`config.mk`:
```
export PLATFORM = sky130hd
export DESIGN_NAME = idx_data_gateway
export DESIGN_NICKNAME = d
export VERILOG_FILES = /design/src/rtl/gw_pkg.sv /design/src/rtl/gw_index_latch.sv /design/src/rtl/gw_byte_store.sv /design/src/rtl/gw_nmi_gate.sv /design/src/rtl/idx_data_gateway.sv
export SDC_FILE = /design/constraint.sdc
export NUM_CORES = 2
export LEC_CHECK = 0
export ABC_AREA = 0
export BUFFER_PORTS_ARGS = -buffer_cell sky130_fd_sc_hd__buf_2
export CELL_PAD_IN_SITES_DETAIL_PLACEMENT = 1
export CELL_PAD_IN_SITES_GLOBAL_PLACEMENT = 2
export CORE_UTILIZATION = 39
export CTS_CLUSTER_SIZE = 20
export DETAILED_ROUTE_END_ITERATION = 7
export PLACE_DENSITY_LB_ADDON = 0.1
export SYNTH_ARGS = -nofsm -noshare
export SYNTH_HDL_FRONTEND = slang
export SYNTH_SLANG_ARGS = --single-unit
export TNS_END_PERCENT = 30
```
`constraint.sdc`:
```
create_clock -name clk -period 3.2 [get_ports clk]
set_clock_uncertainty 0.2 [all_clocks]
set_input_delay 0.16 -clock clk [delete_from_list [all_inputs] [get_ports clk]]
set_output_delay 0.16 -clock clk [all_outputs]
set_load 0.02 [all_outputs]
```
`src/rtl/gw_pkg.sv`:
```
package gw_pkg;

    localparam int IDX_W     = 7;
    localparam int DATA_W    = 8;
    localparam int CORE_CNT  = 14;
    localparam int REG_CNT   = 1 << IDX_W;
    localparam int STORE_CNT = REG_CNT - CORE_CNT;
    localparam int CORE_IW   = $clog2(CORE_CNT);

    typedef logic [IDX_W-1:0]  idx_t;
    typedef logic [DATA_W-1:0] byte_t;

    typedef enum logic [1:0] {
        ACC_NONE,
        ACC_IDX_WR,
        ACC_DATA_WR,
        ACC_DATA_RD
    } acc_e;

    typedef struct packed {
        acc_e  kind;
        logic  core_hit;
        byte_t wdata;
    } acc_t;

    function automatic logic in_core(idx_t i);
        return int'(i) < CORE_CNT;
    endfunction

    function automatic acc_e classify(logic sel, logic wr, logic rd);
        if (wr)
            return sel ? ACC_DATA_WR : ACC_IDX_WR;
        else if (rd && sel)
            return ACC_DATA_RD;
        else
            return ACC_NONE;
    endfunction

endpackage

```
`src/rtl/gw_index_latch.sv`:
```
module gw_index_latch
    import gw_pkg::*;
(
    input  logic  clk,
    input  logic  rst,
    input  logic  load,
    input  byte_t wdata,
    output idx_t  idx,
    output logic  gate_open
);
    always_ff @(posedge clk) begin
        if (rst) begin
            idx       <= '0;
            gate_open <= 1'b0;
        end else if (load) begin
            idx       <= wdata[IDX_W-1:0];
            gate_open <= ~wdata[DATA_W-1];
        end
    end
endmodule

```
`src/rtl/gw_byte_store.sv`:
```
module gw_byte_store
    import gw_pkg::*;
(
    input  logic  clk,
    input  logic  rst,
    input  logic  we,
    input  idx_t  idx,
    input  byte_t wdata,
    output byte_t rdata
);
    byte_t cells [STORE_CNT];

    for (genvar g = 0; g < STORE_CNT; g++) begin : g_cell
        localparam idx_t MY_IDX = idx_t'(g + CORE_CNT);
        always_ff @(posedge clk) begin
            if (rst)
                cells[g] <= '0;
            else if (we && idx == MY_IDX)
                cells[g] <= wdata;
        end
    end

    always_comb begin
        rdata = '0;
        for (int k = 0; k < STORE_CNT; k++) begin
            if (idx == idx_t'(k + CORE_CNT))
                rdata = cells[k];
        end
    end
endmodule

```
`src/rtl/gw_nmi_gate.sv`:
```
module gw_nmi_gate #(
    parameter int ERR_W = 4
) (
    input  logic [ERR_W-1:0] err_in,
    input  logic             gate_open,
    output logic             nmi_out
);
    assign nmi_out = gate_open & (|err_in);
endmodule

```
`src/rtl/idx_data_gateway.sv`:
```
module idx_data_gateway
    import gw_pkg::*;
#(
    parameter int ERR_W = 4
) (
    input  logic               clk,
    input  logic               rst,
    input  logic               bus_sel,
    input  logic               bus_wr,
    input  logic               bus_rd,
    input  logic [7:0]         bus_wdata,
    output logic [7:0]         bus_rdata,
    output logic [3:0]         core_idx,
    output logic               core_wr,
    output logic               core_rd,
    output logic [7:0]         core_wdata,
    input  logic [7:0]         core_rdata,
    input  logic [ERR_W-1:0]   err_in,
    output logic               nmi_out
);
    idx_t  cur_idx;
    logic  gate_open;
    byte_t store_rdata;
    acc_t  acc;

    always_comb begin
        acc.kind     = classify(bus_sel, bus_wr, bus_rd);
        acc.core_hit = in_core(cur_idx);
        acc.wdata    = bus_wdata;
    end

    gw_index_latch u_latch (
        .clk       (clk),
        .rst       (rst),
        .load      (acc.kind == ACC_IDX_WR),
        .wdata     (acc.wdata),
        .idx       (cur_idx),
        .gate_open (gate_open)
    );

    gw_byte_store u_store (
        .clk   (clk),
        .rst   (rst),
        .we    (acc.kind == ACC_DATA_WR && !acc.core_hit),
        .idx   (cur_idx),
        .wdata (acc.wdata),
        .rdata (store_rdata)
    );

    gw_nmi_gate #(.ERR_W(ERR_W)) u_nmi (
        .err_in    (err_in),
        .gate_open (gate_open),
        .nmi_out   (nmi_out)
    );

    assign core_idx   = cur_idx[CORE_IW-1:0];
    assign core_wdata = acc.wdata;
    assign core_wr    = (acc.kind == ACC_DATA_WR) && acc.core_hit;
    assign core_rd    = (acc.kind == ACC_DATA_RD) && acc.core_hit;

    always_comb begin
        if (acc.kind != ACC_DATA_RD)
            bus_rdata = '0;
        else if (acc.core_hit)
            bus_rdata = core_rdata;
        else
            bus_rdata = store_rdata;
    end
endmodule

```
* Word-level counts from Yosys, hierarchy flattened
Memories as Yosys holds them, arrays and structs flattened. Index checks and enable logic that the tools add are counted.
Storage, ports and cells: flip-flop bits (word level) 8, bits in latches 0, bits in writable memories 912, bits in read-only memories 0, bits of input ports 25, output and inout bits 23, word-level logic and storage cells 935, memories 1
Operators by class: $add $sub $neg 0, $mul 0, div/mod/pow operators 0, order comparisons 1, equal/unequal tests 118, shifts and indexed selects 0, muxes and demuxes 577, bitwise operators 116, reductions and logical operators 120
Memory list:
- u_store.cells | depth 114, bits a word 8, read ports 114, clocked after memory_dff 0, wr ports 114, RTL line gw_byte_store.sv:11 | byte_t cells [STORE_CNT];
Operator list (number):
- 8-bit 2-to-1 mux | 230
- 7-bit equality test, second input constant | 64
- 1-bit 2-to-1 mux | 344
- 7-bit by 6-bit equality test with 1-bit output, second input constant | 32
- 1-bit logical AND | 118
- 1-bit bitwise OR | 114
- 7-bit by 5-bit equality test with 1-bit output, second input constant | 16
- 7-bit by 4-bit equality test with 1-bit output, second input constant | 2
- 7-bit by 4-bit < comparator with 1-bit output, second input constant | 1
- 2-bit 2-to-1 mux | 3
- 2-bit equality test, second input constant | 2
- 4-bit OR reduction | 1
- 2-bit by 1-bit equality test with 1-bit output, second input constant | 1
- 2-bit != test, second input constant | 1
- 1-bit bitwise AND | 1
- 1-bit logical NOT | 1
- 1-bit NOT | 1

* Longest topological paths before layout
depth after elaboration 117, gate-level depth with buffers 13, gate-level depth less buffers 8

* Hierarchy
From an unflattened synthesis, not the netlist that was laid out.
Second synthesis, totals: cell total of the unflattened synthesis 4197, area, all modules 47137.7 µm²
Modules (own cells, without submodules):
- gw_byte_store | instances 1, cells each 4125, area each 46552.1 µm², sequential area each 27386.3 µm²
- gw_index_latch | instances 1, cells each 26, area each 287.8 µm², sequential area each 160.2 µm²
- idx_data_gateway | instances 1, cells each 45, area each 286.5 µm², sequential area each 0.0 µm²
- gw_nmi_gate | instances 1, cells each 1, area each 11.3 µm², sequential area each 0.0 µm²

* Least setup slack after synthesis
Ideal clock, no wire load.
kind flip-flop to flip-flop, from reg u_latch.idx[6], to mem u_store.cells[0][208] (netlist bit) (enable), library setup time 0.375 ns, arrival 2.438 ns, required time 2.625 ns, slack 0.187 ns, cell stages (with the launch flop) 8, path buffers 4, period minus slack after synthesis 3.013 ns, cell sequence dfxtp_1 > buf_2 > nor3b_1 > buf_2 > clkbuf_1 > clkbuf_1 > nand2_1 > o21bai_1
RTL lines:
- start: declaration | RTL line gw_index_latch.sv:8 | output idx_t idx,
- start signal: assignment | RTL line gw_index_latch.sv:16 | idx <= wdata[IDX_W-1:0];
- end: declaration | RTL line gw_byte_store.sv:11

* Worst setup path in the final report
from reg u_latch.idx[3], to out bus_rdata[5]
Between the ends: word-level cells in the longest chain between the ends 117, elaborated cells on any way between the ends 231, classes of those cells order compare: 1; eq/ne: 114; mux: 116
RTL lines:
- 7-bit by 4-bit equality test with 1-bit output | RTL line gw_byte_store.sv:26 | if (idx == idx_t'(k + CORE_CNT))
- 8-bit 2-to-1 mux (114 in a row) | RTL line gw_byte_store.sv:26
- 8-bit 2-to-1 mux * | RTL line idx_data_gateway.sv:64 | else if (acc.core_hit)
- 8-bit 2-to-1 mux * | RTL line idx_data_gateway.sv:62 | if (acc.kind != ACC_DATA_RD)
- end: declaration | RTL line idx_data_gateway.sv:12 | output logic [7:0] bus_rdata,
Every way passes the cells marked *; elsewhere a longest branch is shown, timed or not.

==> impl_metrics.tcl <==
set metrics [dict create \
    muxShareOfSynthArea 0.00948 \
    fmax_mhz 218 \
    clock_sinks 920 \
    wl_per_cell_um 35.0 \
    drv_slew 0 \
    final_common_cell "nor2_1" \
    timing.critical_path.buf_inv 4 \
    root_buffer "clkbuf_16" \
    crit_required_ps 2840 \
    synth-edff-count 912 \
    grt_pass1_vias 41200 \
    design.die.area_mm2 0.116 \
    route.vias.total 41900 \
    grt_pass1_wl_um 321000 \
    synthDistinctLibCells 105 \
    final_cell_mix "nor2_1 (1019), buf_4 (971), edfxtp_1 (912), nand2_1 (215), a21oi_1 (167)" \
    start_kind "flip-flop" \
    first_pass_iters 6 \
    tightest_slew_ps 1020 \
    max_stage_delay_ps 530 \
    period_needed_ps 4590 \
    grt_overflow_total 0 \
    dp_hpwl_um 170000 \
    placed_cells 6322 \
    cts.clk_slew.worst_paths_ps 70 \
    finalCritPeriodShare 1.43 \
    cp_top_family "simple AND/OR/NAND/NOR gates" \
    syn_to_final_growth_pct 36.3 \
    ys_warn_count 0 \
    synth_fa_ha_area_frac 0 \
    peakVddDrop_mv 0.460 \
    antenna_found_initial 5 \
    layout-drive-gt1-share 0.328 \
    syn_nets 4109 \
    drtAntennaViolNets 0 \
    synthSimpleGateAreaFrac 0.165 \
    htree_num_levels 3 \
    final.setup.worst_slack_ps -1390 \
    start_util 0.396 \
    core_area_mm2 0.113 \
    fin_cells 6619 \
    insertion_delay_ps 730 \
    synth-xor-area-share 0 \
    drt-total-wl_um 231000 \
    drc_errors 0 \
    via_per_inst 6.33 \
    max_cap_viol_count 0 \
    synth_compound_area_frac 0.167 \
    synth_cells 4084 \
    syn_area_mm2 0.0448 \
    end_kind "output port" \
    postLayoutCellArea_mm2 0.0610 \
    p_total_uw 28400 \
    track_usage 0.391 \
    async_flop_share 0 \
    max_slew_margin 0.312 \
    final-setup-viol-count 8 \
    power_leakage_uw 0.0225 \
    rsz0062_at_grt "yes" \
    fin_setup_tns_ps -9400 \
    nFillCells 11900 \
    path_cells "buf_6, buf_4, nor2_1, buf_4, nand2_2, a21oi_2, or3_4, nor4b_4, o211ai_1, nand4_1, a31o_4, buf_6" \
    grt_max_degree 71 \
    die_w_um 341 \
    drt_iter0_markers 5612 \
    synth_top_family_by_area "compound AO/OA/AOI/OAI gates" \
    p_per_area_mw_per_mm2 466 \
    yosys_most_used_dff "edfxtp_1" \
    post-place-ws_ps -1320 \
    syn_area_per_cell_um2 11.0 \
    portBuffers 47 \
    failed_checks "setup timing" \
    boundaryPins 48 \
    cts_buffer_depth 3 \
    status "finished, violations left" \
    arrival_ps 4230 \
    placed_area_mm2 0.0549 \
    worstSetupPathType "reg2out" \
    cts_tree "yes" \
    multiInputGateArea_mm2 0.0169 \
    synth-seq-area-share 0.616 \
    fp.dieH_um 341 \
    crit_slowest_cell "nor4b_4" \
    path_max_fanout 14 \
    numCtsBuffers 104 \
    nets 5057 \
    place_congestion 1.00 \
    fp-row-count 123 \
    holdCritPathClass "in2reg" \
    seqCellArea_mm2 0.0276 \
    postSynthRegisterBits 920 \
    hold_violations 0 \
]
==> layer usage <==
metal	track usage	up-vias	wire, um	share of wire
met1	0.545	21700	94000	0.41
met5	0	-	36	0.00016
li1	-	17200	-	-
met4	0.183	6	12300	0.053
met3	0.0749	515	23700	0.10
met2	0.589	2490	101000	0.44
==> cells in the mapped netlist, types with 12 or more instances <==
master | count | area [um^2]
nor2_1 | 1029 | 3860
edfxtp_1 | 912 | 27400
nand2_1 | 235 | 882
clkbuf_1 | 212 | 796
a21oi_1 | 185 | 926
o21ai_0 | 160 | 801
buf_2 | 113 | 566
o22ai_1 | 108 | 676
a22oi_1 | 75 | 563
a21o_1 | 69 | 518
nor3_1 | 59 | 295
nand3_1 | 57 | 285
o21bai_1 | 56 | 420
and2_1 | 47 | 294
o211ai_1 | 42 | 315
a31oi_1 | 41 | 257
buf_4 | 40 | 300
a221oi_1 | 36 | 315
a211oi_1 | 30 | 225
o221ai_1 | 30 | 263
nor2b_1 | 29 | 181
and3_1 | 27 | 169
nand2b_1 | 23 | 144
buf_1 | 22 | 82.6
mux2i_1 | 21 | 210
a221o_1 | 20 | 200
nor4_1 | 20 | 125
a22o_1 | 19 | 166
mux2_2 | 19 | 214
a2111oi_0 | 18 | 158
a32oi_1 | 15 | 131
o2111ai_1 | 15 | 131
buf_6 | 14 | 158
nand4_1 | 14 | 87.6
and3b_1 | 12 | 105
==> worst min-delay path, delay by kind of cell <==
kind | cells | cell delay [ps]
AOI/OAI and AO/OA | 1 | 70
buffers and inverters | 1 | 160
and+or+nand+nor | 2 | 530
==> final timing paths <==
| path | start | end | slack [ps] | depth (start not counted) |
|---|---|---|---|---|
| worst min register to register | u_latch.idx[6] | u_latch.idx[6] | 470 | 3 |
| worst max register to register | u_latch.idx[1] | u_store.cells[0][194] | 80 | 10 |
| worst min-delay path | bus_sel | u_latch.idx[5] | 50 | 4 |
| worst max-delay path | u_latch.idx[3] | bus_rdata[5] | -1390 | 12 |
==> timing repair <==
item / CTS / global route
hold buffers: 21 / 0
endpoints found under the hold margin: 81 / 0
resized for setup: 333 / 79
pin swaps: 72 / 48
endpoints found under the setup margin: 877 / 129
buffers inserted: 75 / 16
cloned: 1 / 0
==> cell type report <==
| class | count | share of cell area |
|---|---|---|
| diodes | 2 | 0.0000821 |
| clock buffers | 120 | 0.0437 |
| clock inverters | 71 | 0.0106 |
| inverters | 6 | 0.000369 |
| multi-input cells | 2756 | 0.276 |
| flip-flops and latches | 920 | 0.452 |
| well taps | 1500 | 0.0308 |
| repair buffers | 1244 | 0.186 |
==> stage by stage <==
| step | hold slack, ps | util |
|---|---|---|
| floorplan | 55.6 | - |
| global placement | 373 | 0.485 |
| detailed placement | 356 | 0.485 |
| CTS | 12.6 | 0.535 |
| global route | 49.5 | 0.539 |
| finish | 50.3 | 0.539 |
==> cells by family (layout without fill, tap and decap cells) <==
logic type	after synthesis	count (layout)
buffers and inverters	408	1441
other	0	2
multiplexers	40	40
flip-flops	920	920
AO/OA/AOI/OAI	1069	1069
AND/OR/NAND/NOR	1647	1647
==> sequential cells by signal (all words and copies together) (netlist names) <==
register	count
u_latch.gate_open	1
u_latch.idx	7
u_store.cells	912
==> where the power goes <==
group          internal, uW  leakage [uW]  switching [uW]
registers             13600       0.00951             263
logic                   988        0.0114            1550
clock network          6750       0.00161            5280
Note: power is estimated with default switching activity, not from simulation.
